## src/rtl/wc_pkg.sv

```systemverilog
package wc_pkg;

  // synchronised control pins, select in the top bit
  typedef struct packed {
    logic sel_n;
    logic inc;
    logic up;
  } wc_ctl_t;

  localparam wc_ctl_t WC_CTL_IDLE = '{sel_n: 1'b1, inc: 1'b1, up: 1'b0};

  // one saturating step on a position bounded by [0, last]
  function automatic logic [15:0] wc_sat_step(input logic [15:0] cur,
                                               input logic [15:0] last,
                                               input logic        up);
    if (up) return (cur >= last) ? cur : cur + 16'd1;
    else    return (cur == 16'd0) ? cur : cur - 16'd1;
  endfunction

endpackage

```

## src/rtl/wc_sync.sv

```systemverilog
module wc_sync #(
  parameter int unsigned W = 1,
  parameter logic [W-1:0] RST_VAL = '0
) (
  input  logic         clk,
  input  logic         rst_n,
  input  logic [W-1:0] d,
  output logic [W-1:0] q
);
  logic [W-1:0] meta_q;

  always_ff @(posedge clk or negedge rst_n) begin
    if (!rst_n) begin
      meta_q <= RST_VAL;
      q      <= RST_VAL;
    end else begin
      meta_q <= d;
      q      <= meta_q;
    end
  end
endmodule

```

## src/rtl/wc_wiper.sv

```systemverilog
module wc_wiper
  import wc_pkg::*;
#(
  parameter int unsigned TAPS    = 32,
  parameter int unsigned POS_W   = 5,
  parameter int unsigned CNT_W   = 16,
  parameter int unsigned NV_INIT = 16
) (
  input  logic             clk,
  input  logic             rst_n,
  input  logic             step_ev,
  input  logic             step_up,
  input  logic             load_ev,
  input  logic [POS_W-1:0] load_val,
  output logic [POS_W-1:0] pos,
  output logic [CNT_W-1:0] step_count
);
  logic [POS_W-1:0] nxt_pos;
  logic             moves;

  assign nxt_pos = POS_W'(wc_sat_step(16'(pos), 16'(TAPS - 1), step_up));
  assign moves   = step_ev && (nxt_pos != pos);

  always_ff @(posedge clk or negedge rst_n) begin
    if (!rst_n) begin
      pos        <= POS_W'(NV_INIT);
      step_count <= '0;
    end else if (load_ev) begin
      pos <= load_val;
    end else if (moves) begin
      pos        <= nxt_pos;
      step_count <= step_count + CNT_W'(1);
    end
  end
endmodule

```

## src/rtl/wc_nvstore.sv

```systemverilog
module wc_nvstore #(
  parameter int unsigned POS_W        = 5,
  parameter int unsigned CNT_W        = 16,
  parameter int unsigned NV_INIT      = 16,
  parameter int unsigned STORE_CYCLES = 250000
) (
  input  logic             clk,
  input  logic             rst_n,
  input  logic             store_ev,
  input  logic             pwr_cycle,
  input  logic [POS_W-1:0] pos,
  output logic [POS_W-1:0] nv_val,
  output logic             busy,
  output logic [CNT_W-1:0] store_count
);
  localparam int unsigned TMR_W = $clog2(STORE_CYCLES + 1);

  logic [TMR_W-1:0] timer_q;

  assign busy = (timer_q != '0);

  always_ff @(posedge clk or negedge rst_n) begin
    if (!rst_n) begin
      nv_val      <= POS_W'(NV_INIT);
      timer_q     <= '0;
      store_count <= '0;
    end else if (pwr_cycle) begin
      timer_q <= '0;
    end else if (store_ev) begin
      nv_val      <= pos;
      timer_q     <= TMR_W'(STORE_CYCLES);
      store_count <= store_count + CNT_W'(1);
    end else if (busy) begin
      timer_q <= timer_q - TMR_W'(1);
    end
  end
endmodule

```

## src/rtl/wc_decode.sv

```systemverilog
module wc_decode #(
  parameter int unsigned TAPS  = 32,
  parameter int unsigned POS_W = 5
) (
  input  logic [POS_W-1:0] pos,
  output logic [TAPS-1:0]  tap_sel
);
  for (genvar i = 0; i < TAPS; i++) begin : g_tap
    assign tap_sel[i] = (pos == POS_W'(i));
  end
endmodule

```

## src/rtl/wiper_ctrl.sv

```systemverilog
module wiper_ctrl
  import wc_pkg::*;
#(
  parameter int unsigned TAPS         = 32,
  parameter int unsigned NV_INIT      = 16,
  parameter int unsigned STORE_CYCLES = 250000,
  parameter int unsigned CNT_W        = 16,
  localparam int unsigned POS_W       = $clog2(TAPS)
) (
  input  logic             clk,
  input  logic             rst_n,
  input  logic             pwr_cycle,
  input  logic             sel_n,
  input  logic             inc_strobe,
  input  logic             up_dn,
  output logic [POS_W-1:0] wiper_pos,
  output logic [TAPS-1:0]  tap_sel,
  output logic             store_busy,
  output logic [CNT_W-1:0] step_count,
  output logic [CNT_W-1:0] store_count
);
  wc_ctl_t          ctl_raw, ctl_s;
  logic             sel_n_prev, inc_prev;
  logic             sel_fall, sel_rise, inc_fall;
  logic             selected_q;
  logic             step_ev, store_ev;
  logic [POS_W-1:0] nv_val;

  assign ctl_raw = '{sel_n: sel_n, inc: inc_strobe, up: up_dn};

  wc_sync #(.W(3), .RST_VAL(WC_CTL_IDLE)) u_sync (
    .clk(clk), .rst_n(rst_n), .d(ctl_raw), .q(ctl_s)
  );

  always_ff @(posedge clk or negedge rst_n) begin
    if (!rst_n) begin
      sel_n_prev <= 1'b1;
      inc_prev   <= 1'b1;
    end else begin
      sel_n_prev <= ctl_s.sel_n;
      inc_prev   <= ctl_s.inc;
    end
  end

  assign sel_fall = sel_n_prev && !ctl_s.sel_n;
  assign sel_rise = !sel_n_prev && ctl_s.sel_n;
  assign inc_fall = inc_prev && !ctl_s.inc;

  // a selection only opens on a falling select seen outside a busy period
  always_ff @(posedge clk or negedge rst_n) begin
    if (!rst_n)                       selected_q <= 1'b0;
    else if (pwr_cycle || sel_rise)   selected_q <= 1'b0;
    else if (sel_fall && !store_busy) selected_q <= 1'b1;
  end

  assign step_ev  = selected_q && !ctl_s.sel_n && inc_fall && !store_busy && !pwr_cycle;
  assign store_ev = selected_q && sel_rise && ctl_s.inc && !pwr_cycle;

  wc_wiper #(.TAPS(TAPS), .POS_W(POS_W), .CNT_W(CNT_W), .NV_INIT(NV_INIT)) u_wiper (
    .clk(clk), .rst_n(rst_n), .step_ev(step_ev), .step_up(ctl_s.up),
    .load_ev(pwr_cycle), .load_val(nv_val), .pos(wiper_pos), .step_count(step_count)
  );

  wc_nvstore #(.POS_W(POS_W), .CNT_W(CNT_W), .NV_INIT(NV_INIT),
               .STORE_CYCLES(STORE_CYCLES)) u_nv (
    .clk(clk), .rst_n(rst_n), .store_ev(store_ev), .pwr_cycle(pwr_cycle),
    .pos(wiper_pos), .nv_val(nv_val), .busy(store_busy), .store_count(store_count)
  );

  wc_decode #(.TAPS(TAPS), .POS_W(POS_W)) u_dec (
    .pos(wiper_pos), .tap_sel(tap_sel)
  );
endmodule

```

## config.mk

```make
export PLATFORM = sky130hd
export DESIGN_NAME = wiper_ctrl
export DESIGN_NICKNAME = d
export VERILOG_FILES = /design/src/rtl/wc_pkg.sv /design/src/rtl/wc_sync.sv /design/src/rtl/wc_wiper.sv /design/src/rtl/wc_nvstore.sv /design/src/rtl/wc_decode.sv /design/src/rtl/wiper_ctrl.sv
export SDC_FILE = /design/constraint.sdc
export NUM_CORES = 1
export LEC_CHECK = 0
export BUFFER_PORTS_ARGS = -buffer_cell sky130_fd_sc_hd__buf_2
export CAP_MARGIN = 20
export CORE_MARGIN = 8
export CORE_UTILIZATION = 55
export DETAILED_ROUTE_END_ITERATION = 10
export PLACE_DENSITY_LB_ADDON = 0.05
export SYNTH_ARGS = -nofsm -noshare
export SYNTH_HDL_FRONTEND = slang
export SYNTH_SLANG_ARGS = --single-unit
```

## constraint.sdc

```tcl
create_clock -name clk -period 3.06 [get_ports clk]
set_input_delay 0.306 -clock clk [delete_from_list [all_inputs] [get_ports clk]]
set_output_delay 0.306 -clock clk [all_outputs]
set_load 0.01 [all_outputs]
```

==> flow_metrics.env <==
export IMPL_drtAntennaViolNets=0
export IMPL_fin_tns_setup_ns=0
export IMPL_syn_cell_area_mm2=0.00359
export IMPL_drt_iter0_drc=95
export IMPL_crit_path_start_kind="flop"
export IMPL_dp_hpwl_mm=5.81
export IMPL_seqPwrFrac_pct=42.0
export IMPL_grt_pass1_wl_mm=14.1
export IMPL_fillers=524
export IMPL_finalClockSkew_ns=0.0111
export IMPL_fin_crit_ns=2.70
export IMPL_finalNonFillerCells=531
export IMPL_hp_class="input port to flop"
export IMPL_yosys_warnings=0
export IMPL_routabilityCongestion=0.841
export IMPL_final_area_mm2=0.00423
export IMPL_post_place_ws_ns=0.342
export IMPL_dp_cells=514
export IMPL_ys_seq_elements=69
export IMPL_min_period_over_period_pct=88.4
export IMPL_antenna_found_initial=0
export IMPL_layout_common_cells="buf_2 (75), dfrtp_1 (61), nor2_1 (49), nand2_1 (42), xnor2_1 (25)"
export IMPL_pin_count=76
export IMPL_async_flop_share_pct=100
export IMPL_ys_flop_type="dfrtp_1"
export IMPL_fp_dieW_um=96.7
export IMPL_crit_fanout=9
export IMPL_clkSlewWorstSetupHoldPaths_ns=0.07
export IMPL_synth_edf_count=0
export IMPL_wl_mm=7.96
export IMPL_setup_viol=0
export IMPL_numCtsBuffers=9
export IMPL_hold_violations=0
export IMPL_fmax_ghz=0.370
export IMPL_grt_util_met1_pct=22.3
export IMPL_leakagePower_nw=2.10
export IMPL_regArea_mm2=0.00174
export IMPL_syn_nets=386
export IMPL_p_comb_share_pct=32.4
export IMPL_maxCapViolCount=0
export IMPL_placed_cell_area_mm2=0.00404
export IMPL_clockPowerShare_pct=25.6
export IMPL_cts_max_path_buffers=2
export IMPL_syn_inst=370
export IMPL_grt_use_met3_pct=5.33
export IMPL_yosys_area_top_type="dfrtp_1"
export IMPL_swShare_pct=35.4
export IMPL_n_antenna_cell=0
export IMPL_synth_top_area_share_pct=42.6
export IMPL_firstDrtPassIters=4
export IMPL_areaGrowthSynthToFinish_pct=18.0
export IMPL_viasPerCell=5.49
export IMPL_initial_core_util_pct=56.8
export IMPL_drive_gt1_share_pct=25.3
export IMPL_cp_data_required_time_ns=3.31
export IMPL_h_tree_depth=3
export IMPL_ys_top_cells_by_area="dfrtp_1 (43%), xnor2_1 (6.1%), dfstp_2 (5.9%)"
export IMPL_grt_ovfl_total=0
export IMPL_grt_usage_pct=17.6
export IMPL_cts_tree="done"
export IMPL_grt_pass1_vias=2961
export IMPL_num_nets_final=465
export IMPL_met2_usage_pct=27.7
export IMPL_core_area_mm2=0.00631
export IMPL_ys_types=53
export IMPL_clkLatencyLatePin_ns=0.33
export IMPL_grt_max_degree=30
export IMPL_final_common_cell="buf_2"
export IMPL_wire_per_inst_um=15.0
export IMPL_worstPathArrival_ns=2.96
export IMPL_drc=0
export IMPL_multi_input_area_mm2=0.00172
export IMPL_busiest_layer="met2"
export IMPL_fp_dieArea_mm2=0.00936
export IMPL_powerDensity_mw_per_mm2=646
export IMPL_status="completed"
export IMPL_maxSlewViolCount=0
export IMPL_whs_ns=0.0719
export IMPL_setup_slack_ns=0.356
export IMPL_vdd_ir_drop_max_uv=757
export IMPL_cts_resized=0
export IMPL_crit_path_end_kind="flop"
export IMPL_seq_area_frac_synth_pct=48.4
export IMPL_fp_row_count=29
export IMPL_criticalPathCategory="flop to flop"
export IMPL_port_buffer_count=75
export IMPL_fp_dieH_um=96.7
export IMPL_relSlewSlack_pct=60.1
export IMPL_rsz0062_at_grt="no"
export IMPL_internal_power_mw=1.76
export IMPL_p_sw_mw=0.968
export IMPL_root_buffer="clkbuf_8"
export IMPL_vias=2915
export IMPL_cts_sinks=69
export IMPL_tightest_slew_ns=0.590
export IMPL_syn_area_per_cell_um2=9.69
## worst paths after layout
kind	from	end	slack [ns]	cells after the start
worst max-delay path	u_wiper.pos[0]	u_wiper.step_count[15]	0.36	8
worst min-delay path	inc_strobe	u_sync.meta_q[1]	0.07	1
worst max register to register	u_wiper.pos[0]	u_wiper.step_count[15]	0.36	8
worst min register to register	u_sync.meta_q[0]	u_sync.q[0]	0.35	0
max in group asynchronous	rst_n	u_sync.meta_q[1]	1.85	3
min in group asynchronous	rst_n	u_nv.timer_q[8]	0.44	2
## flip-flops by register name (all words and copies together), names as in the netlist
register / cells
selected_q: 1
u_nv.nv_val: 5
inc_prev: 1
u_nv.timer_q: 18
sel_n_prev: 1
u_wiper.pos: 5
u_wiper.step_count: 16
u_sync.q: 3
u_sync.meta_q: 3
u_nv.store_count: 16
## metrics by stage
stage | power, mW | util (%)
after detailed placement | 2.04 | 63.9
after global routing | 2.91 | 67.0
after global placement | 2.03 | 63.9
after CTS | 2.76 | 67.0
after floorplan | 1.87 | -
final | 2.73 | 67.0
## power groups by stage
stage                     Clock [mW]  Combinational (mW)  Sequential (mW)
final                          0.701               0.886             1.15
after global routing           0.757               0.990             1.16
after CTS                      0.729               0.890             1.14
after detailed placement           0               0.883             1.16
after global placement             0               0.870             1.16
after floorplan                    0               0.728             1.14
## metal layers
layer / share of wire [%] / vias to the layer above
li1: - / 1431
met1: 46 / 1396
met2: 46 / 80
met3: 6.2 / 8
met4: 1.3 / 0
met5: 0 / -
## kinds of logic (layout without fill, tap and decap cells)
logic type,Yosys count,in the layout,share of synthesized area (%)
multiplexers,4,4,1.19
XOR/XNOR,40,40,9.77
AO/OA/AOI/OAI,47,47,8.90
buffers and inverters,28,112,3.49
AND/OR/NAND/NOR,172,172,24.7
flip-flops,69,69,48.4
adder cells (fa/ha/maj),10,10,3.49
## cells in the mapped netlist (all sizes together) (2+ instances only)
cell type / instances
nand3b: 6
and4: 4
mux2: 2
o21a: 2
o211ai: 5
o21ai: 7
nand2: 42
inv: 13
or4: 2
o31ai: 2
xor2: 15
a21oi: 11
xnor2: 25
mux2i: 2
buf: 8
nor3: 18
nor4: 7
dfrtp: 61
nand2b: 9
nand4: 3
and3: 7
a211oi: 7
a2111oi: 3
nand3: 11
and2: 2
nor4b: 4
clkbuf: 7
dfstp: 8
ha: 10
nor2b: 3
o2111ai: 2
nor2: 50
## cell type report
cell class              instances  share of cell area (%)
clock buffers                  11                    3.10
clock inverters                 5                    1.27
inverters                      13                    1.21
multi-input cells             273                    40.7
flip-flops and latches         69                    41.0
well taps                      77                    2.28
repair buffers                 83                    10.3
## repair_timing
item                                   CTS  global route
hold buffers                             1             0
endpoints found under the hold margin   16             0
setup buffers                            0             0
## worst max-delay path: stages (launching register included)
cell	delay [ns]
dfrtp_1	0.47
ha_1	0.30
and3_1	0.22
ha_1	0.20
nor2b_1	0.30
o21a_1	0.27
o2111ai_1	0.30
nor4_1	0.40
xor2_1	0.17
Power figures use the tool's default switching activity.
